==> src/rtl/cmp_pin_pkg.sv <==
package cmp_pin_pkg;
    localparam int ACT_W = 2;

    typedef enum logic [ACT_W-1:0] {
        ACT_NONE   = 2'b00,
        ACT_TOGGLE = 2'b01,
        ACT_CLEAR  = 2'b10,
        ACT_SET    = 2'b11
    } act_e;

    typedef enum logic {
        LVL_LOW  = 1'b0,
        LVL_HIGH = 1'b1
    } lvl_e;
endpackage

==> src/rtl/cmp_event_gate.sv <==
module cmp_event_gate (
    input  logic match,
    input  logic force_cmp,
    input  logic pwm_sel,
    output logic upd_evt
);
    logic force_ok;

    // A force strobe counts only outside PWM operation; match and force merge into one event.
    always_comb begin
        force_ok = force_cmp & ~pwm_sel;
        upd_evt  = match | force_ok;
    end
endmodule

==> src/rtl/cmp_level_fsm.sv <==
module cmp_level_fsm
    import cmp_pin_pkg::*;
(
    input  logic             clk,
    input  logic             rst_n,
    input  logic             upd_evt,
    input  logic [ACT_W-1:0] act_mode,
    output logic             level
);
    lvl_e state_q, state_d;
    act_e act;

    assign act = act_e'(act_mode);

    always_ff @(posedge clk) begin
        if (!rst_n) state_q <= LVL_LOW;
        else        state_q <= state_d;
    end

    always_comb begin
        state_d = state_q;
        if (upd_evt) begin
            unique case (state_q)
                LVL_LOW: begin
                    if (act == ACT_SET || act == ACT_TOGGLE) state_d = LVL_HIGH;
                end
                LVL_HIGH: begin
                    if (act == ACT_CLEAR || act == ACT_TOGGLE) state_d = LVL_LOW;
                end
                default: state_d = LVL_LOW;
            endcase
        end
    end

    always_comb begin
        level = (state_q == LVL_HIGH);
    end

    AST_TOGGLE_FLIPS: assert property (@(posedge clk) disable iff (!rst_n)
        upd_evt && act_mode == 2'b01 |=> level != $past(level));
    AST_CLEAR_LOW: assert property (@(posedge clk) disable iff (!rst_n)
        upd_evt && act_mode == 2'b10 |=> !level);
    AST_SET_HIGH: assert property (@(posedge clk) disable iff (!rst_n)
        upd_evt && act_mode == 2'b11 |=> level);
    AST_NONE_HOLDS: assert property (@(posedge clk) disable iff (!rst_n)
        upd_evt && act_mode == 2'b00 |=> $stable(level));
    AST_IDLE_HOLDS: assert property (@(posedge clk) disable iff (!rst_n)
        !upd_evt |=> $stable(level));
endmodule

==> src/rtl/cmp_pin_mux.sv <==
module cmp_pin_mux
    import cmp_pin_pkg::*;
(
    input  logic             level,
    input  logic [ACT_W-1:0] act_mode,
    input  logic             pin_takeover,
    input  logic             port_data,
    input  logic             port_dir,
    output logic             pin_out,
    output logic             pin_oe
);
    logic takeover;

    always_comb begin
        takeover = (act_mode != ACT_NONE) && pin_takeover;
        pin_out  = takeover ? level : port_data;
        pin_oe   = port_dir;
    end
endmodule

==> src/rtl/cmp_pin_driver.sv <==
module cmp_pin_driver
    import cmp_pin_pkg::*;
(
    input  logic             clk,
    input  logic             rst_n,
    input  logic             match,
    input  logic             force_cmp,
    input  logic             pwm_sel,
    input  logic [ACT_W-1:0] act_mode,
    input  logic             pin_takeover,
    input  logic             port_data,
    input  logic             port_dir,
    output logic             pin_out,
    output logic             pin_oe
);
    logic upd_evt;
    logic level;

    cmp_event_gate u_gate (
        .match     (match),
        .force_cmp (force_cmp),
        .pwm_sel   (pwm_sel),
        .upd_evt   (upd_evt)
    );

    cmp_level_fsm u_fsm (
        .clk      (clk),
        .rst_n    (rst_n),
        .upd_evt  (upd_evt),
        .act_mode (act_mode),
        .level    (level)
    );

    cmp_pin_mux u_mux (
        .level        (level),
        .act_mode     (act_mode),
        .pin_takeover (pin_takeover),
        .port_data    (port_data),
        .port_dir     (port_dir),
        .pin_out      (pin_out),
        .pin_oe       (pin_oe)
    );

    AST_PWM_FORCE_IGNORED: assert property (@(posedge clk) disable iff (!rst_n)
        pwm_sel && force_cmp && !match |=> $stable(level));
    AST_FORCE_ACTS: assert property (@(posedge clk) disable iff (!rst_n)
        !pwm_sel && force_cmp && act_mode == 2'b11 |=> level);
endmodule

==> config.mk <==
export PLATFORM = sky130hd
export DESIGN_NAME = cmp_pin_driver
export DESIGN_NICKNAME = d
export VERILOG_FILES = /design/src/rtl/cmp_pin_pkg.sv /design/src/rtl/cmp_event_gate.sv /design/src/rtl/cmp_level_fsm.sv /design/src/rtl/cmp_pin_mux.sv /design/src/rtl/cmp_pin_driver.sv
export SDC_FILE = /design/constraint.sdc
export NUM_CORES = 1
export LEC_CHECK = 0
export ABC_AREA = 1
export BUFFER_PORTS_ARGS = -buffer_cell sky130_fd_sc_hd__buf_2
export CORE_AREA = 2 2 39 41
export CTS_BUF_LIST = sky130_fd_sc_hd__clkbuf_16
export DETAILED_ROUTE_END_ITERATION = 10
export DIE_AREA = 0 0 41 43
export PLACE_DENSITY = 0.32
export SLEW_MARGIN = 20
export SYNTH_ARGS = -nofsm -noshare
export SYNTH_HDL_FRONTEND = slang
export SYNTH_HIERARCHICAL = 1
export SYNTH_SLANG_ARGS = --single-unit
==> constraint.sdc <==
create_clock -name clk -period 0.8 [get_ports clk]
set_input_delay 0.04 -clock clk [delete_from_list [all_inputs] [get_ports clk]]
set_output_delay 0.04 -clock clk [all_outputs]
set_load 0.005 [all_outputs]
Word level (Yosys, flattened, before mapping)
Index checks and enable logic that the tools add are counted.
Storage, ports and cells
  input port bits: 10
  register bits: 1
  output and inout bits: 2
  logic and storage cells: 16
Operators by class
  equality and inequality tests: 3
  bitwise operators: 4
  reductions and logical operators: 4
  multiplexer cells: 4
Operators by type and width (number)
  == test 2 bit, second input constant: 2
  two-way mux 1 bit: 3
  == test 2 x 1 -> 1 bit, second input constant: 1
  logical OR 1 bit: 2
  inverter 1 bit: 2
  one-hot mux 1 bit (2 select lines): 1
  nonzero test 2 bit: 1
  AND 1 bit: 1
  logical AND 1 bit: 1
  OR 1 bit: 1

Longest topological paths before layout
Gate-level depths: netlist (run 1).
  depth in word-level cells: 4
  depth in mapped cells: 7
  gate-level depth less buffers: 7

Modules after synthesis
Netlist (run 1), hierarchy kept.
Modules (own cells, without submodules)
  cmp_level_fsm: seq. area each 20.0 µm², area each 76.3 µm², times used 1, cells each 11
  cmp_pin_mux: seq. area each 0.0 µm², area each 36.3 µm², times used 1, cells each 8
  cmp_event_gate: seq. area each 0.0 µm², area each 15.0 µm², times used 1, cells each 4

Least setup slack after synthesis (run 1)
Ideal clock, no wire load.
  kind: register to register
  from: register u_fsm.state_q (netlist: u_fsm/level)
  to: register u_fsm.state_q (netlist: u_fsm/level)
  data required time: 0.683 ns
  stages on the path, launching flop included: 4
  arrival time: 0.542 ns
  period minus slack after synthesis: 0.659 ns
  setup time: 0.117 ns
  slack: 0.141 ns
  path buffers: 0
  cells stage by stage: dfxtp_1 -> nand2_1 -> o21ai_0 -> nor2_1
Between the ends
  cells in the longest elaborated chain, start to end: 2
RTL lines
  from (decl): line cmp_level_fsm.sv:10  | lvl_e state_q, state_d;
  from (signal assigned): line cmp_level_fsm.sv:17  | else state_q <= state_d;
  inverter 1 bit: line cmp_level_fsm.sv:23  | unique case (state_q)
  one-hot mux 1 bit (2 select lines) (*): line cmp_level_fsm.sv:23
Every way passes the cells marked *; elsewhere a longest branch is shown, timed or not.
A chain may end at the register's enable or synchronous reset.

Worst setup path after layout (run 1)
  from: input port act_mode[1]
  to: register u_fsm.state_q (netlist: u_fsm/level)
Between the ends
  cells in the longest elaborated chain, start to end: 4
RTL lines
  from (decl): line cmp_pin_driver.sv:9  | input logic [ACT_W-1:0] act_mode,
  == test 2 bit, or another cell as far along: line cmp_level_fsm.sv:28  | if (act == ACT_CLEAR || act == ACT_TOGGLE) state_d = LVL_LOW;
  logical OR 1 bit, on equally long branches: line cmp_level_fsm.sv:28, cmp_level_fsm.sv:25
  two-way mux 1 bit, on equally long branches: line cmp_level_fsm.sv:28, cmp_level_fsm.sv:25
  one-hot mux 1 bit (2 select lines) (*): line cmp_level_fsm.sv:23
Marks and branches as above.

==> results.md, run 1 <==
- Status: complete, no violations
- First-pass GRT wire length: 455 µm
- Setup repair after global routing missed its margin: false
- Most used DFF post-synth: dfxtp_1
- Layout area overhead: 56.9%
- Final instance area: 200 µm²
- Synth async-reset ratio: 0%
- Fin. max-slew vios: 0
- CP Capture Type: register
- Max Cap Viol: 0
- Site Rows: 14
- Die ar.: 0.00176 mm²
- Postcts setup bufs: 0
- Fmax: 1340 MHz
- 1st-iter DRT viols: 0
- Least-Margin Pin Slew: 110 ps
- Gr usage total: 3.30%
- Setup violators final: 0
- Worst-Skew Late Latency: 0 ps
- Congestion Overflow GR: 0
- Post-DP HPWL: 265 µm
- Via count: 149
- Sw frac: 26.8%
- Chip height: 43 µm
- Final Hold Fails: 0
- FF+latch count, synth: 1
- Top cell type by total area after synthesis: ha_1
- Synth top area share: 19.6%
- P_sw: 0.0000343 W
- Post-layout min period: 748 ps
- Layout cells sized above 1: 33.3%
- Seq/Total Area, Yosys: 15.7%
- Slew headroom: 92.6%
- Top Ports: 12
- DRC: 0
- Post-Syn Instances: 23
- Peak VDD IR: 0.230 mV
- Largest net degree at the start of global routing: 4
- Flop pwr share: 46.5%
- Leakage: 0.129 nW
- Post-synth top cells: inv_1, nand2_1, nor2_1
- Mean area per synthesized cell: 5.55 µm²
- Number of global-route vias before repair: 139
- Final ANT Viol Nets: 0
- Warnings from Yosys: 6
- Mapped Area: 128 µm²
- Initial antenna violation count: 0
- Hold slack: 80.0 ps
- Total negative slack: 0 ps
- IO buf count: 9
- Internal power: 0.0000934 W
- Syn nets: 35
- Post-synth EDFFs: 0
- Hold Crit Class: in -> out
- RePlAce Congestion: 0.585
- Fill cells: 176
- Core Footprint: 0.00138 mm²
- Comb pwr share: 53.5%
- Reg clk slew, reported paths: 0 ps
- Starting Density: 9.22%
- Vias per inst: 3.04
- Dpl cell area: 200 µm²
- Critical Path Start Type: primary input
- Crit path DAT: 630 ps
- Routed wire per std cell: 5.55 µm
- Post-route clock period utilization: 93.5%
- Final nets: 47
- Chip width: 41 µm
- Crit Path Category: in -> reg
- CTS Hold Bufs: 0
- Core Util, Final: 14.5%
- Crit path max fanout: 3
- Synth area leaders: ha_1, inv_1, nand2_1
- Clock share of power: 0%
- N_diodes: 0
- PwrDens: 638 mW/mm²
- Max FFs per register: 1
- Worst Skew: 0 ps
- Netlist cell types: 9
- CP required: 680 ps
- First-pass DRT Iterations: 1
- Cell total after placement: 49
- Final std cells w/o fill: 49
- Total Routed Length: 272 µm
==> cell type report <==
class                      count  area, µm²  area share, %
inverter                       6       22.5           11.2
multi-input combinational     15       77.6           38.7
sequential                     1       20.0           10.0
tap                           16       20.0           10.0
timing repair buffer          11       60.1           30.0
==> critical path, stage by stage <==
cell and delay (ps):
buf_2 100, inv_1 40, ha_1 260, o21ai_1 130, nor2_1 60
==> through the flow <==
| stage | setup slack [ps] | power [W] |
|---|---|---|
| after floorplan | 141 | 0.0000919 |
| after global placement | 1.69 | 0.000129 |
| after detailed placement | 21.0 | 0.000128 |
| after CTS | 14.3 | 0.000129 |
| after global routing | 10.8 | 0.000139 |
| final | 52.1 | 0.000128 |
==> power by group through the flow <==
stage	Combinational [W]	Sequential [W]	Clock, W
final	0.0000683	0.0000594	0
after global routing	0.0000795	0.0000598	0
after CTS	0.0000688	0.0000597	0
after detailed placement	0.0000683	0.0000597	0
after global placement	0.0000696	0.0000590	0
after floorplan	0.0000338	0.0000581	0
==> per-layer routing <==
layer	GRT usage (%)	vias to the layer above	share of wire, %
li1	-	86	-
met1	4.76	59	45
met2	5.31	4	44
met3	0.524	0	10
met4	0	0	0
met5	0	-	0
==> worst paths after layout <==
check	to	cells past startpoint	slack, ps	from
max	u_fsm/level$_SDFFE_PN0P_	5	50	act_mode[1]
min reg2reg	u_fsm/level$_SDFFE_PN0P_	2	520	u_fsm/level$_SDFFE_PN0P_
min	pin_oe	0	80	port_dir
max reg2reg	u_fsm/level$_SDFFE_PN0P_	3	110	u_fsm/level$_SDFFE_PN0P_
==> repair_timing <==
item | CTS | global route
gates resized for setup | 0 | 1
setup endpoints to repair | 0 | 1
hold endpoints to repair | 0 | 0
==> logic make-up (layout without fill, tap and decap cells) <==
| group | Yosys count | count (layout) | synth area share [%] |
|---|---|---|---|
| AOI/OAI and AO/OA | 2 | 2 | 7.84 |
| adders and majority gates | 2 | 2 | 19.6 |
| buffers and inverters | 7 | 17 | 23.5 |
| DFF | 1 | 1 | 15.7 |
| and+or+nand+nor | 11 | 11 | 33.3 |
==> placed cells by master (no fill, tap or decap) <==
cell	Yosys	layout
nand3_1	1	1
o21ai_1	1	2
ha_1	2	2
nand2_1	6	6
dfxtp_1	1	1
buf_2	0	9
inv_1	6	6
buf_4	1	2
nor2_1	4	4
Power figures use the tool's default switching activity.
==> run 2, diff against run 1 <==
--- a/config.mk
+++ b/config.mk
@@ -11,7 +11,7 @@
 export CTS_BUF_LIST = sky130_fd_sc_hd__clkbuf_16
 export DETAILED_ROUTE_END_ITERATION = 10
 export DIE_AREA = 0 0 41 43
-export PLACE_DENSITY = 0.32
+export PLACE_DENSITY = 0.31
 export SLEW_MARGIN = 20
 export SYNTH_ARGS = -nofsm -noshare
 export SYNTH_HDL_FRONTEND = slang
==> run 2 against run 1 <==
Compared with the run above:
- routed wire length is 0.37% lower
- critical path depth is 1 lower
- total power rose by 0.30%
- global-route usage fell by 0.30 points
- largest power group unchanged
==> results.md, run 2 (synthesis gave the netlist of run 1 again) <==
- Layout area overhead: 56.9% (unchanged)
- Core Footprint: 0.00138 mm² (unchanged)
- IO buf count: 9 (unchanged)
- Chip height: 43 µm (unchanged)
- Crit path DAT: 640 ps (was 630 ps)
- CTS Hold Bufs: 0 (unchanged)
- N_diodes: 0 (unchanged)
- RePlAce Congestion: 0.621 (was 0.585)
- Comb pwr share: 54.1% (was 53.5%)
- Reg clk slew, reported paths: 0 ps (about the same)
- Final ANT Viol Nets: 0 (unchanged)
- Congestion Overflow GR: 0 (unchanged)
- Internal power: 0.0000936 W (was 0.0000934 W)
- Fmax: 1320 MHz (was 1340 MHz)
- Layout cells sized above 1: 33.3% (unchanged)
- Routed wire per std cell: 5.53 µm (was 5.55 µm)
- Via count: 153 (was 149)
- Cell family with most CP delay: adder cells (unchanged)
- Least-Margin Pin Slew: 106 ps (was 110 ps)
- Multi-input logic area: 77.6 µm² (unchanged)
- Max Cap Viol: 0 (unchanged)
- Final nets: 47 (unchanged)
- Delay of the slowest critical-path stage: 290 ps (was 260 ps)
- Setup repair after global routing missed its margin: false (unchanged)
- Starting Density: 9.22% (unchanged)
- DRC: 0 (unchanged)
- CP required: 680 ps (about the same)
- Initial antenna violation count: 0 (unchanged)
- Vias per inst: 3.12 (was 3.04)
- Site Rows: 14 (unchanged)
- Post-route clock period utilization: 94.6% (was 93.5%)
- Status: complete, no violations (unchanged)
- Fill cells: 156 (was 176)
- Die ar.: 0.00176 mm² (unchanged)
- Critical Path Start Type: primary input (unchanged)
- Fin. max-slew vios: 0 (unchanged)
- FF/Latch Area: 20.0 µm² (unchanged)
- Leakage: 0.129 nW (unchanged)
- CP Capture Type: register (unchanged)
- First-pass GRT wire length: 400 µm (was 455 µm)
- First-pass DRT Iterations: 4 (was 1)
- P_sw: 0.0000345 W (was 0.0000343 W)
- Crit path cell chain: buf_2 -> ha_1 -> o21ai_1 -> nor2_1 (was buf_2 -> inv_1 -> ha_1 -> o21ai_1 -> nor2_1)
- 1st-iter DRT viols: 1 (was 0)
- Postcts setup bufs: 0 (unchanged)
- Flop pwr share: 45.9% (was 46.5%)
- Crit path max fanout: 3 (unchanged)
- Commonest non-fill, non-tap cells in the layout: buf_2, nand2_1, inv_1, nor2_1 (unchanged)
- Slew headroom: 92.9% (was 92.6%)
- Crit Path Category: in -> reg (unchanged)
- Cell total after placement: 49 (unchanged)
- Sw frac: 26.9% (was 26.8%)
- Peak VDD IR: 0.223 mV (was 0.230 mV)
- Most common cell after layout, fill and taps aside: buf_2 (unchanged)
- Crit-path slowest cell: ha_1 (unchanged)
- Final Hold Fails: 0 (unchanged)
- Total Routed Length: 271 µm (was 272 µm)
- Buf/Inv on CP: 1 (was 2)
- Number of global-route vias before repair: 123 (was 139)
- Final std cells w/o fill: 49 (unchanged)
- Top Ports: 12 (unchanged)
- Post-DP HPWL: 258 µm (was 265 µm)
- Clock share of power: 0% (about the same)
- Total negative slack: 0 ps (unchanged)
- Post-layout min period: 757 ps (was 748 ps)
- Worst Skew: 0 ps (unchanged)
- Hold Crit Class: in -> out (unchanged)
- PwrDens: 640 mW/mm² (was 638 mW/mm²)
- Max FFs per register: 1 (unchanged)
- Chip width: 41 µm (unchanged)
- Gr usage total: 3.00% (was 3.30%)
- Setup violators final: 0 (unchanged)
- Largest net degree at the start of global routing: 4 (unchanged)
- Core Util, Final: 14.5% (unchanged)
- Worst-Skew Late Latency: 0 ps (about the same)
==> run 2: worst paths after layout <==
kind | startpoint | end | slack, ps | cells past startpoint
worst min register to register | u_fsm/level$_SDFFE_PN0P_ | u_fsm/level$_SDFFE_PN0P_ | 500 | 2
worst max register to register | u_fsm/level$_SDFFE_PN0P_ | u_fsm/level$_SDFFE_PN0P_ | 130 | 3
worst max-delay path | act_mode[0] | u_fsm/level$_SDFFE_PN0P_ | 40 | 4
worst min-delay path | port_dir | pin_oe | 80 | 0
==> run 2: per-layer routing <==
layer / wire (µm) / up-vias / track usage, %
met5: 0 / - / 0
met4: 0 / 0 / 0
met3: 18 / 0 / 0
met2: 133 / 4 / 5.94
met1: 120 / 63 / 3.49
li1: - / 86 / -
==> run 2: what timing repair did <==
item,CTS,global route
setup endpoints to repair,0,1
endpoints found under the hold margin,0,0
gates resized for setup,0,1
==> run 2: worst reg2reg max path, delay by kind of cell, from the launching register on <==
kind	cells	cell delay (ps)
AOI/OAI and AO/OA	1	110
DFF	1	330
and+or+nand+nor	2	120
==> run 2: power groups by stage <==
stage / Clock [W] / Sequential (W) / Combinational (W)
after global routing: 0 / 0.0000594 / 0.0000786
after CTS: 0 / 0.0000591 / 0.0000703
after detailed placement: 0 / 0.0000592 / 0.0000698
final: 0 / 0.0000588 / 0.0000692
after global placement: 0 / 0.0000592 / 0.0000707
after floorplan: 0 / 0.0000581 / 0.0000338
==> run 2: cell type report <==
| cell class | count | share of cell area (%) |
|---|---|---|
| multi-input combinational | 15 | 38.7 |
| sequential | 1 | 10.0 |
| tap | 16 | 10.0 |
| timing repair buffer | 11 | 30.0 |
| inverter | 6 | 11.2 |
==> run 2: metrics by stage <==
stage / setup WS (ps) / hold WS (ps) / total power [W] / area [µm²]
floorplan: 141 / 161 / 0.0000919 / 128
global placement: 8.38 / 80.0 / 0.000130 / 200
detailed placement: 6.28 / 80.0 / 0.000129 / 200
CTS: 1.01 / 80.0 / 0.000129 / 200
global route: 3.88 / 80.0 / 0.000138 / 200
finish: 43.3 / 80.0 / 0.000128 / 200
